<file path="config.mk">
export PLATFORM = sky130hd
export DESIGN_NAME = failsafe_out_ctrl
export DESIGN_NICKNAME = d
export VERILOG_FILES = /design/src/rtl/fso_pkg.sv /design/src/rtl/fso_fault_latch.sv /design/src/rtl/fso_out_sel.sv /design/src/rtl/fso_quiet_win.sv /design/src/rtl/failsafe_out_ctrl.sv
export SDC_FILE = /design/constraint.sdc
export NUM_CORES = 1
export LEC_CHECK = 0
export CAP_MARGIN = 30
export CORE_ASPECT_RATIO = 0.8
export CORE_MARGIN = 8
export CORE_UTILIZATION = 40
export DETAILED_ROUTE_END_ITERATION = 10
export PLACE_DENSITY = 0.67
export RECOVER_POWER = 25
export SLEW_MARGIN = 20
export SYNTH_ARGS = -nofsm -noshare
export SYNTH_HDL_FRONTEND = slang
export SYNTH_SLANG_ARGS = --single-unit
</file>
<file path="constraint.sdc">
create_clock -name clk_i -period 5.5 [get_ports clk_i]
set_clock_uncertainty 0.1 [all_clocks]
set_input_delay 1.375 -clock clk_i [delete_from_list [all_inputs] [get_ports clk_i]]
set_output_delay 1.375 -clock clk_i [all_outputs]
set_load 0.01 [all_outputs]
</file>
<file path="src/rtl/fso_pkg.sv">
package fso_pkg;
  typedef enum logic [1:0] {
    ST_NORMAL = 2'd0,
    ST_PROBE  = 2'd1,
    ST_CTRL   = 2'd2,
    ST_CRC    = 2'd3
  } fso_state_e;

  localparam logic [1:0] EVT_PWR = 2'd0;
endpackage

</file>
<file path="src/rtl/fso_fault_latch.sv">
module fso_fault_latch
  import fso_pkg::*;
(
  input  logic       clk_i,
  input  logic       rst_ni,
  input  logic       probe_fault_i,
  input  logic       ctrl_fault_i,
  input  logic       crc_fault_i,
  input  logic       clear_fault_i,
  output fso_state_e state_o,
  output logic       evt_valid_o,
  output logic [1:0] evt_code_o
);
  localparam int NF = 3;

  logic [NF-1:0] flt;
  logic [NF-1:0] lat_q;
  fso_state_e    prev_q;
  logic          boot_q;

  assign flt = {crc_fault_i, ctrl_fault_i, probe_fault_i};

  // set wins over clear; clear only releases when the source is gone
  for (genvar i = 0; i < NF; i++) begin : g_lat
    always_ff @(posedge clk_i or negedge rst_ni) begin
      if (!rst_ni) lat_q[i] <= 1'b0;
      else         lat_q[i] <= flt[i] | (lat_q[i] & ~clear_fault_i);
    end
  end

  always_comb begin
    if (lat_q[2])      state_o = ST_CRC;
    else if (lat_q[1]) state_o = ST_CTRL;
    else if (lat_q[0]) state_o = ST_PROBE;
    else               state_o = ST_NORMAL;
  end

  always_ff @(posedge clk_i or negedge rst_ni) begin
    if (!rst_ni) begin
      prev_q <= ST_NORMAL;
      boot_q <= 1'b1;
    end else begin
      prev_q <= state_o;
      boot_q <= 1'b0;
    end
  end

  assign evt_valid_o = boot_q | (state_o > prev_q);
  assign evt_code_o  = boot_q ? EVT_PWR : state_o;
endmodule

</file>
<file path="src/rtl/fso_out_sel.sv">
module fso_out_sel
  import fso_pkg::*;
#(
  parameter int CW          = 13,
  parameter int PW          = 10,
  parameter int NR          = 4,
  parameter int HOLD_CYC    = 16,
  parameter int CODE_LO     = 800,
  parameter int CODE_HI     = 4000,
  parameter int CODE_ALM_LO = 720,
  parameter int CODE_ALM_HI = 4200
) (
  input  logic          clk_i,
  input  logic          rst_ni,
  input  fso_state_e    state_i,
  input  logic [CW-1:0] req_code_i,
  input  logic [PW-1:0] req_pwm_i,
  input  logic [NR-1:0] req_relay_i,
  input  logic          alarm_hi_i,
  input  logic          ctrl_freeze_i,
  input  logic          probe_hold_i,
  output logic [CW-1:0] loop_o,
  output logic [PW-1:0] pwm_o,
  output logic [NR-1:0] relay_o,
  output logic          changed_o
);
  localparam int          TW   = $clog2(HOLD_CYC + 1);
  localparam logic [CW-1:0] C_LO = CW'(CODE_LO);
  localparam logic [CW-1:0] C_HI = CW'(CODE_HI);
  localparam logic [CW-1:0] A_LO = CW'(CODE_ALM_LO);
  localparam logic [CW-1:0] A_HI = CW'(CODE_ALM_HI);
  localparam logic [TW-1:0] T_MAX = TW'(HOLD_CYC);

  logic [CW-1:0] clamp_c, alarm_c, last_q, loop_d;
  logic [PW-1:0] pwm_d;
  logic [NR-1:0] relay_d;
  logic [TW-1:0] tmo_q;
  logic          hold_live;

  always_comb begin
    if (req_code_i < C_LO)      clamp_c = C_LO;
    else if (req_code_i > C_HI) clamp_c = C_HI;
    else                        clamp_c = req_code_i;
  end

  assign alarm_c   = alarm_hi_i ? A_HI : A_LO;
  assign hold_live = probe_hold_i && (tmo_q < T_MAX);

  always_comb begin
    pwm_d   = '0;
    relay_d = '0;
    unique case (state_i)
      ST_NORMAL: begin
        loop_d  = clamp_c;
        pwm_d   = req_pwm_i;
        relay_d = req_relay_i;
      end
      ST_PROBE: loop_d = hold_live ? last_q : alarm_c;
      ST_CTRL:  loop_d = ctrl_freeze_i ? last_q : alarm_c;
      default:  loop_d = alarm_c;
    endcase
  end

  assign changed_o = (loop_d != loop_o) || (relay_d != relay_o);

  always_ff @(posedge clk_i or negedge rst_ni) begin
    if (!rst_ni) begin
      loop_o  <= A_LO;
      pwm_o   <= '0;
      relay_o <= '0;
      last_q  <= C_LO;
      tmo_q   <= '0;
    end else begin
      loop_o  <= loop_d;
      pwm_o   <= pwm_d;
      relay_o <= relay_d;
      if (state_i == ST_NORMAL) last_q <= clamp_c;
      if (state_i != ST_PROBE)  tmo_q  <= '0;
      else if (tmo_q < T_MAX)   tmo_q  <= tmo_q + 1'b1;
    end
  end
endmodule

</file>
<file path="src/rtl/fso_quiet_win.sv">
module fso_quiet_win #(
  parameter int SW = 8
) (
  input  logic          clk_i,
  input  logic          rst_ni,
  input  logic          changed_i,
  input  logic [SW-1:0] len_i,
  output logic          sample_en_o
);
  logic [SW-1:0] cnt_q;

  always_ff @(posedge clk_i or negedge rst_ni) begin
    if (!rst_ni)          cnt_q <= '0;
    else if (changed_i)   cnt_q <= len_i;
    else if (cnt_q != '0) cnt_q <= cnt_q - 1'b1;
  end

  assign sample_en_o = (cnt_q == '0);
endmodule

</file>
<file path="src/rtl/failsafe_out_ctrl.sv">
module failsafe_out_ctrl
  import fso_pkg::*;
#(
  parameter int CW          = 13,
  parameter int PW          = 10,
  parameter int NR          = 4,
  parameter int SW          = 8,
  parameter int HOLD_CYC    = 16,
  parameter int CODE_LO     = 800,
  parameter int CODE_HI     = 4000,
  parameter int CODE_ALM_LO = 720,
  parameter int CODE_ALM_HI = 4200
) (
  input  logic          clk_i,
  input  logic          rst_ni,
  input  logic [CW-1:0] req_code_i,
  input  logic [PW-1:0] req_pwm_i,
  input  logic [NR-1:0] req_relay_i,
  input  logic          probe_fault_i,
  input  logic          ctrl_fault_i,
  input  logic          crc_fault_i,
  input  logic          clear_fault_i,
  input  logic          alarm_hi_i,
  input  logic          ctrl_freeze_i,
  input  logic          probe_hold_i,
  input  logic [SW-1:0] settle_len_i,
  output logic [CW-1:0] loop_code_o,
  output logic [PW-1:0] pwm_duty_o,
  output logic [NR-1:0] relay_en_o,
  output logic          ctl_block_o,
  output logic          sample_en_o,
  output logic [1:0]    fault_state_o,
  output logic          evt_valid_o,
  output logic [1:0]    evt_code_o
);
  fso_state_e state;
  logic       changed;

  fso_fault_latch u_lat (
    .clk_i, .rst_ni, .probe_fault_i, .ctrl_fault_i, .crc_fault_i, .clear_fault_i,
    .state_o(state), .evt_valid_o, .evt_code_o
  );

  fso_out_sel #(
    .CW(CW), .PW(PW), .NR(NR), .HOLD_CYC(HOLD_CYC), .CODE_LO(CODE_LO),
    .CODE_HI(CODE_HI), .CODE_ALM_LO(CODE_ALM_LO), .CODE_ALM_HI(CODE_ALM_HI)
  ) u_sel (
    .clk_i, .rst_ni, .state_i(state), .req_code_i, .req_pwm_i, .req_relay_i,
    .alarm_hi_i, .ctrl_freeze_i, .probe_hold_i,
    .loop_o(loop_code_o), .pwm_o(pwm_duty_o), .relay_o(relay_en_o), .changed_o(changed)
  );

  fso_quiet_win #(.SW(SW)) u_qw (
    .clk_i, .rst_ni, .changed_i(changed), .len_i(settle_len_i), .sample_en_o
  );

  assign fault_state_o = state;
  assign ctl_block_o   = (state == ST_CRC);
endmodule

</file>
# After elaboration in Yosys (flattened, before gate mapping)

Index checks and enable logic that the tools add are counted.

Reduce and logical (&&, ||, !) cells: 7
Divide/modulo/power cells: 0
Multiplexer cells: 16
Equality and inequality tests: 6
$mul: 0
Shift-type cells: 0
Add/subtract/negate cells: 2
Magnitude comparators: 4
Bitwise logic cells: 8

Operators by type and width:

| cell                 | number |
|---|---|
| $mux 13              | 5 |
| $pmux 13 s3          | 1 |
| $mux 8               | 2 |
| $gt 13x12->1 const B | 1 |
| $lt 13x10->1 const B | 1 |
| $ne 13x13->1         | 1 |
| $mux 10              | 1 |
| $mux 5               | 2 |
| $logic_not 8->1      | 1 |
| $reduce_bool 8->1    | 1 |
| $sub 8x1->8 const B  | 1 |
| $mux 2               | 3 |
| $add 5x1->5 const B  | 1 |
| $lt 5x5->1 const B   | 1 |
| $eq 2x2->1 const B   | 2 |
| $mux 4               | 1 |
| $ne 4x4->1           | 1 |
| $or 1x1->1           | 4 |
| $reduce_bool 2->1    | 2 |
| $and 1x1->1          | 3 |
| $eq 2x1->1 const B   | 1 |
| $gt 2x2->1           | 1 |
| $logic_not 2->1      | 1 |
| $ne 2x1->1 const B   | 1 |
| other kinds (4)      | 4 |

Memories kept: 0
Bits in latches: 0
Bits in writable memories: 0
Flip-flop bits (word level): 59
ROM bits: 0
Logic and storage cells: 54
Output and inout port bits: 34

# Longest topological paths before layout

Depth after elaboration: 8
Depth in mapped cells: 10
Depth with buffers taken out: 8

# Cells and area by module

From an unflattened synthesis, not the netlist that was laid out.

Cell total of the unflattened synthesis: 321
Area, all modules: 3108.0 µm²

Modules (own cells, without submodules):

| module            | cells an instance | area each (µm²) | instances |
|---|---|---|---|
| fso_out_sel       | 240               | 2354.8          | 1 |
| fso_quiet_win     | 54                | 476.7           | 1 |
| fso_fault_latch   | 26                | 270.3           | 1 |
| failsafe_out_ctrl | 1                 | 6.3             | 1 |

# Worst setup path before layout

Ideal clock, no wire load.

Path type: input-to-reg
From: input req_code_i[12]
To: register u_qw.cnt_q[0]
Buffers on the path: 1
Slack: 1.619 ns
Cell stages on the path: 9
Library setup time: 0.125 ns
Arrival: 3.656 ns
Cells stage by stage: buf_6 nor4_1 a21oi_1 a211oi_2 a22o_1 xnor2_1 nand2_1 nor4_4 mux2_2

Cells in the longest elaborated chain, start to end: 7
Elaborated cells between the ends (all ways): 9
Those cells by class: 2 x order compare; 1 x eq/ne; 4 x mux; 2 x reduce/logical

RTL lines:

| what                                               | RTL line                | RTL |
|---|---|---|
| start: declaration                                 | failsafe_out_ctrl.sv:16 | `input logic [CW-1:0] req_code_i,` |
| $gt 13x12->1                                       | fso_out_sel.sv:42       | `else if (req_code_i > C_HI) clamp_c = C_HI;` |
| $mux 13                                            | fso_out_sel.sv:42       |  |
| $mux 13 *                                          | fso_out_sel.sv:41       | `if (req_code_i < C_LO) clamp_c = C_LO;` |
| $pmux 13 s3 *                                      | fso_out_sel.sv:52       | `unique case (state_i)` |
| net u_sel.loop_d[1]                                | fso_out_sel.sv:34       | `logic [CW-1:0] clamp_c, alarm_c, last_q, loop_d;` |
| $ne 13x13->1 *                                     | fso_out_sel.sv:64       | `assign changed_o = (loop_d != loop_o) \|\| (relay_d != relay_o);` |
| $logic_or 1x1->1 *                                 | fso_out_sel.sv:64       |  |
| $mux 8 / $reduce_bool 2->1 (equally long branches) | --                      |  |
| end signal: assignment                             | fso_quiet_win.sv:14     | `else if (changed_i) cnt_q <= len_i;` |
| end signal: assignment                             | fso_quiet_win.sv:15     | `else if (cnt_q != '0) cnt_q <= cnt_q - 1'b1;` |
| end: declaration                                   | fso_quiet_win.sv:10     | `logic [SW-1:0] cnt_q;` |

Mark *: on every way through the listed nets, which the timed path passes. The rest lies on a longest branch.
A chain may end at the register's enable or synchronous reset.

# Final worst setup path

From: input req_code_i[12]
To: register u_qw.cnt_q[6]

The elaborated chain is that of the path after synthesis.

==> metrics.md <==
| Metric | Value |
|---|---|
| Number of synthesized flops with an enable pin | 0 |
| Vias in the first global route | 2445 |
| DRT Wirelength | 7.58 mm |
| Design area | 4070 µm² |
| Post-synthesis cell count | 293 |
| YS warnings | 0 |
| Top cells by area, synth | dfrtp_1 42%, dfstp_2 6.9%, and2_1 3.5% |
| Failing checks | max-capacitance violations, max-slew violations |
| CP Data Arrival Time | 4.51 ns |
| Synth Register Bits | 59 |
| Final setup fails | 0 |
| FF-to-FF path depth | 9 |
| Row cnt | 28 |
| Reg2reg end | u_qw.cnt_q[6] |
| Post-DP Area | 3910 µm² |
| Hold Vio Cnt, Final | 0 |
| Worst setup path start | req_code_i[12] |
| Ports | 78 |
| Antenna cell count | 0 |
| Hold buffers post-CTS | 0 |
| Clock sink count | 59 |
| Vias | 2416 |
| Die Wd | 114 µm |
| Syn_area_per_cell | 10.4 µm² |
| Hold WC Path Type | register to register |
| Outcome | finished, violations left |
| Syn nets | 342 |
| Worst skew pair latency | 0.33 ns |
| RePlAce Congestion | 0.813 |
| Initial antenna violation count | 0 |
| TritonCTS Buffers | 9 |
| Die Y | 94.2 µm |
| DR WL/cell | 15.8 µm |
| Clock slew at reported path FFs | 0.06 ns |
| # fillers | 659 |
| Gr ovfl total | 0 |
| Post-route DRC | 0 |
| Setup repair after global routing missed its margin | false |
| Fmax | 228 MHz |
| Routed vias/inst | 5.04 |
| Core outline area | 7390 µm² |
| First-pass GRT wire length | 12.5 mm |
| IO Port Bufs | 77 |
| Area share of the largest cell type after synthesis | 41.7% |
| Post-DP HPWL | 5.59 mm |
| TNS Setup | 0 ns |
| Peak supply drop | 0.000141 V |
| Startpoint Class | input pin |
| Worst relative slew slack | -106% |
| PnR worst setup slack | 1.11 ns |
| Initial core utilization | 41.4% |
| Fin crit period | 4.39 ns |
| FFs w/ async S/R, synth | 100% |
| Layout area overhead | 33.1% |
| Layout Nets | 419 |
| 1st-iter DRT viols | 129 |
| Crit path to | u_qw.cnt_q[6] |
| Worst Setup Path Type | input pin to register |
| Fin crit share | 79.8% |
| Clock Root Buffer | clkbuf_8 |
| Crit end category | register |
| Synth cell count leaders | 51 x dfrtp_1, 25 x nor2_1, 18 x nand2_1, 17 x and2_1, 16 x inv_1 |
| Least-Margin Pin Slew | 3.10 ns |
| Mapped Area | 3060 µm² |
| DR pass1 iterations | 4 |
| CTS tree | built |
| DRT antenna net count | 0 |
| CP Max Fanout | 10 |
| H-Tree Depth | 3 |
| Most common cell in the netlist | dfrtp_1 |
| Dpl ws | 0.745 ns |
| CTS Buffer Depth | 2 |
| Reg2reg setup slack | 1.55 ns |
| # resized after CTS | 0 |
| Die area | 10700 µm² |
| Reg2reg start | u_lat.lat_q[2] |
| Post-CTS setup repair buffer count | 0 |
| Leakage power | 1.76 nW |
| Power density over cell area | 260 nW/µm² |
| Main synth FF type | dfrtp_1 |
| Max Cap Viol | 1 |
| Count of cell types in the netlist | 57 |
| Largest net degree at the start of global routing | 60 |
| Total global routing track utilization | 14.9% |
| Layout cell share with drive strength beyond 1 | 11.8% |
| Worst EP required | 5.62 ns |
| Final Slew Violations | 60 |
| Seq/Total Area, Yosys | 48.6% |
| Largest area contributor in the netlist | dfrtp_1 |
-- cell usage in the layout, fill, tap and decap left out, drive strengths merged, types with 4 or more instances in the layout --
cell,synthesis,final
nor3,7,7
nand2,18,18
ha,5,5
mux2,9,9
xor2,8,8
nand2b,6,6
a21oi,12,12
a21o,9,9
dfrtp,51,51
inv,16,16
xnor2,10,10
and2,17,17
nor2,25,25
nor2b,6,6
nor4,4,4
nand3,5,5
clkbuf,5,15
clkdlybuf4s50,0,76
dfstp,8,8
a22o,10,10
o21ai,12,12
-- metrics by stage --
step	util [%]	hold WS [ns]	total power (W)	std cells
2_1_floorplan	-	0.339	0.000617	293
3_3_place_gp	52.8	0.349	0.000708	464
3_5_place_dp	52.8	0.356	0.000711	464
4_1_cts	55.3	0.366	0.00108	479
5_1_grt	55.1	0.404	0.00112	479
6_report	55.1	0.367	0.00106	479
-- how the worst min path moves through the flow --
stage,from,end,slack [ns],cells after the start
final,u_sel.last_q[8],u_sel.last_q[8],0.37,2
after global routing,u_sel.last_q[12],u_sel.last_q[12],0.40,1
after CTS,u_sel.last_q[8],u_sel.last_q[8],0.37,2
after detailed placement,u_sel.last_q[8],u_sel.last_q[8],0.36,2
after global placement,u_sel.last_q[8],u_sel.last_q[8],0.35,2
after floorplan,u_sel.last_q[8],u_sel.last_q[8],0.34,2
-- area by class of cell --
class / instances / area [µm²] / area share, %
inverters: 16 / 60.1 / 1.47
repair buffers: 79 / 773 / 19.0
clock inverters: 2 / 10.0 / 0.246
multi-input cells: 205 / 1440 / 35.4
well taps: 105 / 131 / 3.23
flip-flops and latches: 59 / 1490 / 36.5
clock buffers: 13 / 169 / 4.15
-- logic make-up (layout without fill, tap and decap cells) --
group / count (synthesis) / count (layout) / share of synthesized area, %
adder cells (fa/ha/maj): 5 / 5 / 2.04
XOR/XNOR: 18 / 18 / 5.15
other: 1 / 1 / 0.123
AO/OA/AOI/OAI: 68 / 68 / 17.8
AND/OR/NAND/NOR: 103 / 103 / 18.4
multiplexers: 10 / 10 / 3.64
flip-flops: 59 / 59 / 48.6
buffers and inverters: 29 / 110 / 4.29
-- where the power goes --
group / switching, W / total (W) / internal, W
Sequential: 0.0000310 / 0.000508 / 0.000477
Combinational: 0.0000902 / 0.000195 / 0.000105
Clock: 0.000159 / 0.000356 / 0.000196
-- sequential cells by signal (all words and copies together), names as in the netlist --
register	cells
u_lat.lat_q	3
u_qw.cnt_q	8
u_lat.prev_q	2
u_sel.pwm_o	10
u_lat.boot_q	1
u_sel.relay_o	4
u_sel.last_q	13
u_sel.tmo_q	5
u_sel.loop_o	13
-- critical path: stages --
cell and delay (ns):
clkdlybuf4s50_1 0.56, nor4_1 0.28, a21oi_1 0.17, a211oi_2 0.65
a22o_1 0.28, xnor2_1 0.14, nand3_1 0.14, nor4_4 0.51
mux2_2 0.39
-- routing by layer --
layer / vias up / GRT usage [%] / wire (µm)
met1: 1154 / 19.4 / 3650
met5: - / 0 / 0
met4: 0 / 3.09 / 63
li1: 1182 / - / -
met3: 8 / 6.94 / 611
met2: 72 / 21.9 / 3260
(Power assumes the default switching activity.)
